<file path="src/rtl/banked_gpio_pkg.sv">
package banked_gpio_pkg;
   // Window page selected by the control byte
   typedef enum logic [1:0] {
      PG_OFF  = 2'd0,
      PG_POL  = 2'd1,
      PG_ENA  = 2'd2,
      PG_PEND = 2'd3
   } page_e;
endpackage

</file>
<file path="src/rtl/bgpio_sync.sv">
module bgpio_sync #(
   parameter int WIDTH  = 8,
   parameter int STAGES = 2
) (
   input  logic             clk,
   input  logic             rst_n,
   input  logic [WIDTH-1:0] d,
   output logic [WIDTH-1:0] q
);
   logic [WIDTH-1:0] chain [STAGES];

   always_ff @(posedge clk or negedge rst_n) begin
      if (!rst_n) begin
         for (int i = 0; i < STAGES; i++) chain[i] <= '0;
      end else begin
         chain[0] <= d;
         for (int i = 1; i < STAGES; i++) chain[i] <= chain[i-1];
      end
   end

   assign q = chain[STAGES-1];
endmodule

</file>
<file path="src/rtl/bgpio_irq_port.sv">
module bgpio_irq_port #(
   parameter int WIDTH = 8
) (
   input  logic             clk,
   input  logic             rst_n,
   input  logic [WIDTH-1:0] level,
   input  logic             pol_we,
   input  logic             ena_we,
   input  logic             ack_we,
   input  logic [WIDTH-1:0] wdata,
   output logic [WIDTH-1:0] pol_q,
   output logic [WIDTH-1:0] ena_q,
   output logic [WIDTH-1:0] pend_q
);
   logic [WIDTH-1:0] level_d;
   logic [WIDTH-1:0] rise, fall, hit, clr;

   assign rise = level & ~level_d;
   assign fall = ~level & level_d;
   assign hit  = ena_q & ((pol_q & rise) | (~pol_q & fall));
   assign clr  = ack_we ? wdata : '0;

   always_ff @(posedge clk or negedge rst_n) begin
      if (!rst_n) begin
         level_d <= '0;
         pol_q   <= '0;
         ena_q   <= '0;
         pend_q  <= '0;
      end else begin
         level_d <= level;
         if (pol_we) pol_q <= wdata;
         if (ena_we) ena_q <= wdata;
         // a fresh edge outranks a simultaneous clear
         pend_q <= (pend_q & ~clr) | hit;
      end
   end
endmodule

</file>
<file path="src/rtl/banked_gpio.sv">
module banked_gpio
   import banked_gpio_pkg::*;
#(
   parameter int PORT_W      = 8,
   parameter int NUM_PORTS   = 6,
   parameter int IRQ_PORTS   = 3,
   parameter int ADDR_W      = 4,
   parameter int SYNC_STAGES = 2
) (
   input  logic                          clk,
   input  logic                          rst_n,
   input  logic [ADDR_W-1:0]             bus_addr,
   input  logic [PORT_W-1:0]             bus_wdata,
   input  logic                          bus_wr,
   input  logic                          bus_rd,
   output logic [PORT_W-1:0]             bus_rdata,
   input  logic [PORT_W*NUM_PORTS-1:0]   pad_in,
   output logic [PORT_W*NUM_PORTS-1:0]   line_drive,
   output logic                          irq
);
   localparam int NUM_LINES = PORT_W * NUM_PORTS;
   localparam int IRQ_LINES = PORT_W * IRQ_PORTS;
   localparam int PAGE_LSB  = PORT_W - 2;
   localparam logic [ADDR_W-1:0] SUM_ADDR  = ADDR_W'(NUM_PORTS);
   localparam logic [ADDR_W-1:0] PAGE_ADDR = ADDR_W'(NUM_PORTS + 1);
   localparam int WIN_BASE = NUM_PORTS + 2;

   if (IRQ_PORTS > NUM_PORTS) begin : g_bad_irq_ports
      $error("IRQ_PORTS exceeds NUM_PORTS");
   end
   if (IRQ_PORTS > PORT_W) begin : g_bad_summary
      $error("summary byte too narrow for IRQ_PORTS");
   end
   if (WIN_BASE + IRQ_PORTS > (1 << ADDR_W)) begin : g_bad_addr
      $error("address space too small for register map");
   end
   if (PORT_W < 2) begin : g_bad_width
      $error("PORT_W must hold the page field");
   end

   page_e             page_q;
   logic [PORT_W-1:0] pad_port  [NUM_PORTS];
   logic [PORT_W-1:0] pol_port  [IRQ_PORTS];
   logic [PORT_W-1:0] ena_port  [IRQ_PORTS];
   logic [PORT_W-1:0] pend_port [IRQ_PORTS];
   logic [IRQ_LINES-1:0] pend_all;
   logic [IRQ_LINES-1:0] ena_all;
   logic [PORT_W*NUM_PORTS-1:0] pad_sync;
   logic [PORT_W-1:0] summary;
   logic [PORT_W-1:0] rd_val;

   bgpio_sync #(.WIDTH(NUM_LINES), .STAGES(SYNC_STAGES)) u_sync (
      .clk   (clk),
      .rst_n (rst_n),
      .d     (pad_in),
      .q     (pad_sync)
   );

   // Port data registers: drive enables, readback from pads
   for (genvar p = 0; p < NUM_PORTS; p++) begin : g_port
      logic [PORT_W-1:0] drive_q;
      always_ff @(posedge clk or negedge rst_n) begin
         if (!rst_n)                                  drive_q <= '0;
         else if (bus_wr && bus_addr == ADDR_W'(p))   drive_q <= bus_wdata;
      end
      assign line_drive[p*PORT_W +: PORT_W] = drive_q;
      assign pad_port[p] = pad_sync[p*PORT_W +: PORT_W];
   end

   // Page control byte
   always_ff @(posedge clk or negedge rst_n) begin
      if (!rst_n)                              page_q <= PG_OFF;
      else if (bus_wr && bus_addr == PAGE_ADDR) page_q <= page_e'(bus_wdata[PORT_W-1:PAGE_LSB]);
   end

   // Interrupt-capable ports behind the banked window
   for (genvar k = 0; k < IRQ_PORTS; k++) begin : g_irq
      logic win_wr;
      assign win_wr = bus_wr && (bus_addr == ADDR_W'(WIN_BASE + k));
      bgpio_irq_port #(.WIDTH(PORT_W)) u_port (
         .clk    (clk),
         .rst_n  (rst_n),
         .level  (pad_port[k]),
         .pol_we (win_wr && page_q == PG_POL),
         .ena_we (win_wr && page_q == PG_ENA),
         .ack_we (win_wr && page_q == PG_PEND),
         .wdata  (bus_wdata),
         .pol_q  (pol_port[k]),
         .ena_q  (ena_port[k]),
         .pend_q (pend_port[k])
      );
      assign pend_all[k*PORT_W +: PORT_W] = pend_port[k];
      assign ena_all[k*PORT_W +: PORT_W]  = ena_port[k];
   end

   always_comb begin
      summary = '0;
      for (int k = 0; k < IRQ_PORTS; k++) summary[k] = |pend_port[k];
   end

   assign irq = |pend_all;

   // Read multiplexer
   always_comb begin
      rd_val = '0;
      for (int p = 0; p < NUM_PORTS; p++) begin
         if (bus_addr == ADDR_W'(p)) rd_val = pad_port[p];
      end
      if (bus_addr == SUM_ADDR)  rd_val = summary;
      if (bus_addr == PAGE_ADDR) rd_val = {page_q, {PAGE_LSB{1'b0}}};
      for (int k = 0; k < IRQ_PORTS; k++) begin
         if (bus_addr == ADDR_W'(WIN_BASE + k)) begin
            unique case (page_q)
               PG_POL:  rd_val = pol_port[k];
               PG_ENA:  rd_val = ena_port[k];
               PG_PEND: rd_val = pend_port[k];
               default: rd_val = '0;
            endcase
         end
      end
   end

   always_ff @(posedge clk or negedge rst_n) begin
      if (!rst_n)      bus_rdata <= '0;
      else if (bus_rd) bus_rdata <= rd_val;
   end
endmodule

</file>
<file path="config.mk">
export PLATFORM = sky130hd
export DESIGN_NAME = banked_gpio
export DESIGN_NICKNAME = d
export VERILOG_FILES = /design/src/rtl/banked_gpio_pkg.sv /design/src/rtl/bgpio_sync.sv /design/src/rtl/bgpio_irq_port.sv /design/src/rtl/banked_gpio.sv
export SDC_FILE = /design/constraint.sdc
export NUM_CORES = 1
export LEC_CHECK = 0
export BUFFER_PORTS_ARGS = -buffer_cell sky130_fd_sc_hd__buf_2
export CAP_MARGIN = 20
export CORE_ASPECT_RATIO = 1.5
export CORE_MARGIN = 1.5
export CORE_UTILIZATION = 40
export CTS_CLUSTER_DIAMETER = 30
export CTS_CLUSTER_SIZE = 40
export DETAILED_ROUTE_END_ITERATION = 7
export RECOVER_POWER = 50
export SLEW_MARGIN = 20
export SYNTH_ARGS = -nofsm -noshare
export SYNTH_HDL_FRONTEND = slang
export SYNTH_HIERARCHICAL = 1
export SYNTH_SLANG_ARGS = --single-unit
</file>
<file path="constraint.sdc">
create_clock -name clk -period 1.9 [get_ports clk]
set_input_delay 0.285 -clock clk [delete_from_list [all_inputs] [get_ports clk]]
set_output_delay 0.285 -clock clk [all_outputs]
set_load 0.05 [all_outputs]
</file>
[Word level (Yosys, flattened, before mapping)]
Cells that the tools add are included.
Word-level totals
  bits in registers: 250
  bits of input ports: 64
Cells by class
  eq/ne operators: 13
  muxes and demuxes: 17
  bitwise gates (word level): 36
  reductions and logical operators: 24
Operator list (number)
  $and A8 B8 Y8: 18
  $mux W8: 14
  $not A8 Y8: 12
  $pmux W8 S3: 3
  $or A8 B8 Y8: 6
  $reduce_or A24 Y1: 1
  $reduce_or A8 Y1: 3
  $logic_and A1 B1 Y1: 19
  $eq A4 B3 Y1 const B: 4
  $eq A4 B4 Y1 const B: 3
  $eq A4 B2 Y1 const B: 2
  $eq A2 B2 Y1 const B: 2
  $eq A4 B1 Y1 const B: 1
  $logic_not A4 Y1: 1
  $eq A2 B1 Y1 const B: 1

[Longest topological paths before layout]
Gate-level depths: netlist of the first run.
  depth in word-level cells: 12
  mapped depth: 8
  mapped depth without buffers: 6

[Modules after synthesis]
The synthesis of the first run kept the hierarchy.
By module, submodules not included
  bgpio_irq_port: times used 3, cells each 83, area an instance 1276.2 um^2
  banked_gpio: times used 1, cells each 312, area an instance 3614.7 um^2
  bgpio_sync: times used 1, cells each 144, area an instance 2762.6 um^2

[Least setup slack after synthesis of the first run]
Ideal clock, no wire load.
  kind: flip-flop to flip-flop
  from: reg page_q[0]
  to: reg g_irq[1].u_port.pol_q[0]
  setup time: 0.125 ns
  data arrival time: 1.566 ns
  data required time: 1.775 ns
  setup slack: 0.209 ns
  stages on the path, launching flop included: 7
  path through: dfrtp_1 clkbuf_1 buf_2 nand2b_1 nor2_1 buf_2 mux2_2
Between the ends
  word-level cells in the longest chain between the ends: 2
RTL lines
  start: declaration: line banked_gpio.sv:41  | page_e page_q;
  start signal: assignment: line banked_gpio.sv:73  | else if (bus_wr && bus_addr == PAGE_ADDR) page_q <= page_e'(bus_wdata[PORT_W-1:PAGE_LSB]);
  $eq A2 B1 Y1: line banked_gpio.sv:84  | .pol_we (win_wr && page_q == PG_POL),
  $logic_and A1 B1 Y1: line banked_gpio.sv:84
  end signal: assignment: line bgpio_irq_port.sv:31  | if (pol_we) pol_q <= wdata;
  end: declaration: line bgpio_irq_port.sv:11  | output logic [WIDTH-1:0] pol_q,
Every way passes these cells.
A chain may end at the register's enable or synchronous reset.

[Worst setup path in the final report of the first run]
  from: reg g_irq[0].u_port.pend_q[5]
  to: out irq
Between the ends
  word-level cells in the longest chain between the ends: 1
RTL lines
  start: declaration: line bgpio_irq_port.sv:13  | output logic [WIDTH-1:0] pend_q
  start signal: assignment: line bgpio_irq_port.sv:34  | pend_q <= (pend_q & ~clr) | hit;
  $reduce_or A24 Y1: line banked_gpio.sv:101  | assign irq = |pend_all;
  end: declaration: line banked_gpio.sv:19  | output logic irq
Every way passes these cells.

==> reports/qor.yml, run 1 <==
finish:
  drive_gt1_share_pct: 40.4
  nNetsFinal: 946
  final_cell_mix: "dfrtp_1 (248), buf_2 (118), mux2_2 (113)"
  syn2layout_area_growth_pct: 26.4
  layout_commonest_cell: "dfrtp_1"
  n_antenna_cell: 0
timing:
  fin_tns_setup_ps: -196
  finalClockSkew_ps: 19.6
  hold_viol: 0
  tightest_slew_ps: 853
  layout_min_cycle_time_ps: 2100
  fmax_ghz: 0.477
  fin_ws_ps: -196
  relSlewSlack_pct: 43.2
  maxSlewViolCount: 0
  post-route-period-util_pct: 110
  rsz0062_at_grt: "yes"
  finalSetupViolations: 1
placed_design:
  numPortBuffers: 120
  gp_congestion: 0.952
  dp_hpwl_um: 17500
critical_path:
  crit_required_ps: 1620
  crit_type: "flip-flop to output port"
  rr_startpoint: "page_q[1]$_DFFE_PN0P_"
  cp_slowest_cell: "dfrtp_2"
  critPathTopFamily: "simple AND/OR/NAND/NOR gates"
  cp_data_arrival_time_ps: 1810
  end_kind: "output port"
  critPathBufInv: 1
  reg2reg_to: "bus_rdata[3]$_DFFE_PN0P_"
  cp_slowest_stage_delay_ps: 450
  crit_fanout: 2
  rrSetupSlack_ps: 120
  worstPathCellList: "nor4_4, nand2_2, nor2_2, nand3_2, buf_8"
  r2r_cells: 5
  start_kind: "flip-flop"
global_routing:
  grt_max_degree: 64
  grt-ovfl-total: 0
  grt_usage_pct: 19.8
  grt_pass1_wl_um: 39000
  antenna_found_initial: 0
  grt_pass1_vias: 6640
min_path:
  hold_start: "bus_rd"
  holdPathStages: 2
  min_to: "bus_rdata[0]$_DFFE_PN0P_"
  hp-class: "input port to flip-flop"
clock_network:
  path_clk_slew_ps: 70
  cts.sinks: 250
  cts_tree: "yes"
  clk_path_buf_depth: 3
  root_buffer: "clkbuf_16"
  clock_latency_ps: 520
  htreeDepth: 2
  cts_inserted_buffers: 37
synthesis:
  yosys-mux-area-fraction_pct: 15.0
  ys_ff_latch: 250
  syn_area_um2: 10200
  synth_nets: 769
  synth_area_leaders: "dfrtp_1 (61%), mux2_2 (12%), buf_4 (3.7%)"
  yosysTopAreaCellShare_pct: 61.3
  ys.warnings.count: 6
  synth_ff_type: "dfrtp_1"
  avgSynthCellArea_um2: 14.5
  yosysSeqAreaShare_pct: 61.3
  synthAdderAreaFrac_pct: 0
  netlist.top_cell.by_area: "dfrtp_1"
  synthArstFlopShare_pct: 100
  synth_compound_area_share_pct: 7.50
  synth_xor_xnor_area_share_pct: 0
  synth_edf_count: 0
  synth_top_family_by_area: "multiplexers"
  synth-simple-area-share_pct: 10.7
  netlist_instances: 705
  synth.distinct_cells: 46
floorplan:
  dieArea_um2: 26500
  core-area_um2: 25100
  ios: 121
  die_height_um: 199
  die_x_um: 133
  rows: 71
  start_util_pct: 40.7
detailed_routing:
  ant_nets: 0
  firstDrtPassIters: 5
  via_per_inst: 5.23
  wire_per_inst_um: 20.4
  dr_total_vias: 6468
  wl_um: 25200
  drt_iter0_markers: 358
  drc_errors: 0
power_and_ir_drop:
  ir_worst_vdd_mv: 0.705
  p_leak_nw: 6.06
  powerDensity_nw_per_um2: 1320
  p_total_mw: 17.0
job:
  max_cap_viol_count: 0
outcome:
  violations: "negative setup slack"
  outcome: "finished, violations left"
## cell families after synthesis
kind of cell / after synthesis
flip-flops: 250
AO/OA/AOI/OAI: 89
buffers and inverters: 82
multiplexers: 134
AND/OR/NAND/NOR: 150
## state kept, by name, indices dropped and copies added, names as in the netlist
| name | cells |
|---|---|
| g_irq.u_port/ena_q | 24 |
| g_irq.u_port/level_d | 24 |
| u_sync/chain | 48 |
| bus_rdata | 8 |
| page_q | 2 |
| g_irq.u_port/pol_q | 24 |
| g_port.drive_q | 48 |
| u_sync/q | 48 |
| g_irq.u_port/pend_q | 24 |
## synthesized netlist by cell type (2+ instances only)
library cell	n
a211o_1	24
a21oi_1	6
a221oi_1	2
a221oi_2	2
a222oi_1	4
a22o_1	24
a22oi_1	4
a31oi_1	6
a41oi_1	2
and2b_1	2
and3_1	3
and4b_1	24
and4bb_1	26
buf_2	20
buf_4	50
buf_6	3
clkbuf_1	3
dfrtp_1	250
inv_1	5
mux2_1	9
mux2_2	113
mux2i_1	9
mux4_2	2
nand2_1	36
nand2_2	2
nand2b_1	8
nand3_1	2
nor2_1	22
nor2_2	2
nor2b_1	8
nor3_1	3
nor4_1	6
o21bai_1	2
o221a_2	3
o221ai_1	5
o2bb2ai_1	3
## power by group
part	leakage [nW]	switching (mW)	internal (mW)
logic	2.41	1.85	1.38
registers	3.03	0.765	6.17
clock network	0.624	2.71	4.15
## per-layer routing
| layer | wire length [um] | global-route usage (%) |
|---|---|---|
| met5 | 0 | 0 |
| met4 | 1390 | 11.1 |
| met3 | 1010 | 3.36 |
| met2 | 12900 | 34.2 |
| met1 | 9920 | 23.2 |
## per-stage QoR
stage | util (%) | setup slack [ps] | cells | hold slack [ps] | cell area (um2)
2_1_floorplan | - | 209 | 705 | -10.6 | 10200
3_3_place_gp | 44.4 | 73.5 | 1120 | 270 | 11100
3_5_place_dp | 44.4 | 29.9 | 1120 | 269 | 11100
4_1_cts | 51.5 | -258 | 1236 | 176 | 12900
5_1_grt | 51.5 | -303 | 1236 | 199 | 12900
6_report | 51.5 | -196 | 1236 | 201 | 12900
## timing repair
item                                    4_1_cts  5_1_grt
gates resized for setup                       5        9
pin swaps                                     1        4
hold buffers                                 49        0
endpoints found under the setup margin        1        3
setup buffers                                 2        0
hold endpoints to repair                    101        0
## worst register-to-register path: cells and delay by family, from the launching register on
family	cells	cell delay, ps
buffers and inverters	1	180
flip-flops	1	480
multiplexers	1	310
AO/OA/AOI/OAI	3	700
## how the worst max path moves through the flow
stage | from | endpoint | depth (start not counted)
3_3_place_gp | page_q[1]$_DFFE_PN0P_ | bus_rdata[5]$_DFFE_PN0P_ | 5
5_1_grt | g_irq[1].u_port/pend_q[6]$_DFF_PN0_ | irq | 5
3_5_place_dp | page_q[1]$_DFFE_PN0P_ | bus_rdata[3]$_DFFE_PN0P_ | 5
4_1_cts | g_irq[0].u_port/pend_q[6]$_DFF_PN0_ | irq | 5
2_1_floorplan | page_q[0]$_DFFE_PN0P_ | g_irq[1].u_port/pol_q[0]$_DFFE_PN0P_ | 6
6_report | g_irq[0].u_port/pend_q[5]$_DFF_PN0_ | irq | 5
## layout make-up
type | instances | area (um2)
Clock inverter | 28 | 347
Tap cell | 328 | 410
Inverter | 5 | 18.8
Fill cell | 2232 | 12200
Clock buffer | 37 | 926
Timing Repair Buffer | 215 | 1500
Sequential cell | 250 | 6260
Multi-Input combinational cell | 373 | 3440
(Power assumes the default switching activity.)
==> inputs of run 2 (changes only) <==
--- a/config.mk
+++ b/config.mk
@@ -9,7 +9,7 @@
 export CAP_MARGIN = 20
 export CORE_ASPECT_RATIO = 1.5
 export CORE_MARGIN = 1.5
-export CORE_UTILIZATION = 40
+export CORE_UTILIZATION = 30
 export CTS_CLUSTER_DIAMETER = 30
 export CTS_CLUSTER_SIZE = 40
 export DETAILED_ROUTE_END_ITERATION = 7
==> run 2 against run 1 <==
  * The flow still finishes with violations (negative setup slack)
  * Maximum frequency fell by 1.2%
  * Sequential power fell by 0.9%
  * Register-to-register slack barely moved
  * Worst setup slack got worse by 26 ps
  * Clock skew fell by 9.2 ps
  * Largest cell class unchanged
  * Highest routed layer unchanged
==> reports/qor.yml, run 2 (synthesized netlist as in run 1, its figures left out) <==
finish:
  n_antenna_cell: 0  # unchanged
  final_cells: 1336  # was 1236
  nNetsFinal: 950  # was 946
  syn2layout_area_growth_pct: 29.1  # was 26.4%
  final_cell_mix: "dfrtp_1 (250), mux2_2 (113), buf_2 (112)"  # was dfrtp_1 (248), buf_2 (118), mux2_2 (113)
  final_util_pct: 39.4  # was 51.5%
  drive_gt1_share_pct: 40.4  # about the same
  layout_commonest_cell: "dfrtp_1"  # unchanged
  fill_cells: 3198  # was 2232
clock_network:
  root_buffer: "clkbuf_16"  # unchanged
  clk_path_buf_depth: 3  # unchanged
  cts.sinks: 250  # unchanged
  clock_latency_ps: 520  # about the same
  path_clk_slew_ps: 60  # was 70 ps
  cts_inserted_buffers: 39  # was 37
  cts_tree: "yes"  # unchanged
  htreeDepth: 2  # unchanged
outcome:
  outcome: "finished, violations left"  # unchanged
  violations: "negative setup slack"  # unchanged
timing:
  layout_min_cycle_time_ps: 2120  # was 2100 ps
  fmax_ghz: 0.471  # was 0.477 GHz
  hold_viol: 0  # unchanged
  rsz0062_at_grt: "yes"  # unchanged
  finalClockSkew_ps: 10.4  # was 19.6 ps
  maxSlewViolCount: 0  # unchanged
  fin_ws_ps: -222  # was -196 ps
  tightest_slew_ps: 1180  # was 853 ps
  finalSetupViolations: 1  # unchanged
  post-route-period-util_pct: 112  # was 110%
  relSlewSlack_pct: 21.6  # was 43.2%
power_and_ir_drop:
  p_int_mw: 12.4  # was 11.7 mW
  pwr-share-clk_pct: 42.4  # was 40.3%
  p_seq_share_pct: 38.7  # was 40.7%
  p_leak_nw: 6.14  # was 6.06 nW
  powerDensity_nw_per_um2: 1350  # was 1320 nW/um2
  p_total_mw: 17.8  # was 17.0 mW
  power_frac_comb_pct: 18.9  # was 19.0%
  swShare_pct: 30.1  # was 31.3%
  ir_worst_vdd_mv: 0.578  # was 0.705 mV
  power.net_switching_mw: 5.35  # was 5.33 mW
job:
  max_cap_viol_count: 0  # unchanged
critical_path:
  r2r_cells: 5  # unchanged
  crit_fanout: 3  # was 2
  start_kind: "flip-flop"  # unchanged
  end_kind: "output port"  # unchanged
  rrSetupSlack_ps: 120  # about the same
  rr_startpoint: "page_q[1]$_DFFE_PN0P_"  # unchanged
  cp-startpoint: "g_irq[0].u_port/pend_q[3]$_DFF_PN0_"  # was g_irq[0].u_port/pend_q[5]$_DFF_PN0_
  cp_data_arrival_time_ps: 1840  # was 1810 ps
  crit_type: "flip-flop to output port"  # unchanged
  crit_required_ps: 1620  # about the same
global_routing:
  top_usage_layer: "met2"  # unchanged
  grt_max_degree: 63  # was 64
  grt_usage_pct: 15.3  # was 19.8%
  antenna_found_initial: 0  # unchanged
  met2_usage_pct: 27.6  # was 34.2%
  gr-usage-met1_pct: 16.4  # was 23.2%
  grt-ovfl-total: 0  # unchanged
  met3_usage_pct: 2.48  # was 3.36%
  grt_pass1_vias: 7076  # was 6640
  grt_pass1_wl_um: 41000  # was 39000 um
floorplan:
  dieArea_um2: 35200  # was 26500 um2
  start_util_pct: 30.5  # was 40.7%
  die_x_um: 154  # was 133 um
  ios: 121  # unchanged
  die_height_um: 229  # was 199 um
  core-area_um2: 33400  # was 25100 um2
  rows: 82  # was 71
placed_design:
  dp_hpwl_um: 18300  # was 17500 um
  numPortBuffers: 120  # unchanged
  gp_congestion: 0.873  # was 0.952
  place_ws_ps: 83.5  # was 29.9 ps
  dp_cells: 1215  # was 1120
detailed_routing:
  dr_total_vias: 6456  # was 6468
  drc_errors: 0  # unchanged
  ant_nets: 0  # unchanged
  wire_per_inst_um: 19.7  # was 20.4 um
  firstDrtPassIters: 5  # unchanged
  via_per_inst: 4.83  # was 5.23
  drt_iter0_markers: 272  # was 358
  wl_um: 26300  # was 25200 um
min_path:
  hold_start: "bus_rd"  # unchanged
  hp-class: "input port to flip-flop"  # unchanged
  holdPathStages: 2  # unchanged
run 2: cell count changes in the layout (fill, tap and decap cells not counted), moves of 4 or more:
cell	change
clkbuf_4	-4
clkbuf_16	+4
clkbuf_2	+4
buf_2	-6
buf_4	+5
run 2: through the flow:
stage               instance area [um2]  hold WS (ps)  TNS (ps)
floorplan                         10200         -10.6         0
detailed placement                11200           207         0
global placement                  11200           208         0
CTS                               13200           163      -278
global route                      13200           192      -283
finish                            13200           182      -222
run 2: power groups by stage:
stage,combinational (mW),clock (mW),sequential [mW]
5_1_grt,3.57,7.94,6.98
6_report,3.36,7.53,6.88
3_5_place_dp,3.29,0,6.90
4_1_cts,3.38,7.69,6.84
3_3_place_gp,3.24,0,6.88
2_1_floorplan,1.43,0,7.58
run 2: timing repair:
action | in CTS | in global routing
endpoints found under the setup margin | 1 | 1
gates cloned | 0 | 0
pin swaps | 0 | 3
endpoints found under the hold margin | 83 | 0
hold buffers | 49 | 0
buffers inserted | 0 | 1
gates resized for setup | 6 | 6
run 2: final timing paths:
check / end
worst max-delay path: irq
worst min-delay path: bus_rdata[3]$_DFFE_PN0P_
worst max register to register: bus_rdata[5]$_DFFE_PN0P_
worst min register to register: u_sync/q[18]$_DFF_PN0_
max in group asynchronous: g_irq[0].u_port/level_d[7]$_DFF_PN0_
min in group asynchronous: u_sync/q[13]$_DFF_PN0_
run 2: layer usage:
| layer | vias to the layer above | part of all wire, % |
|---|---|---|
| met1 | 3291 | 38 |
| met5 | - | 0 |
| li1 | 2943 | - |
| met4 | 0 | 6.0 |
| met3 | 72 | 3.3 |
| met2 | 150 | 53 |
run 2: area by class of cell:
class	instances	area, um2	area share (%)
clock buffers	42	1030	7.82
clock inverters	29	382	2.90
inverters	5	18.8	0.142
multi-input cells	373	3440	26.1
flip-flops and latches	250	6260	47.5
well taps	420	526	3.99
repair buffers	217	1520	11.5
run 2: critical path, stage by stage (launching register included):
cell and delay, ps:
dfrtp_1 420, nor4_4 310, nand2_2 140, nor2_2 140, nand3_2 130, buf_8 180
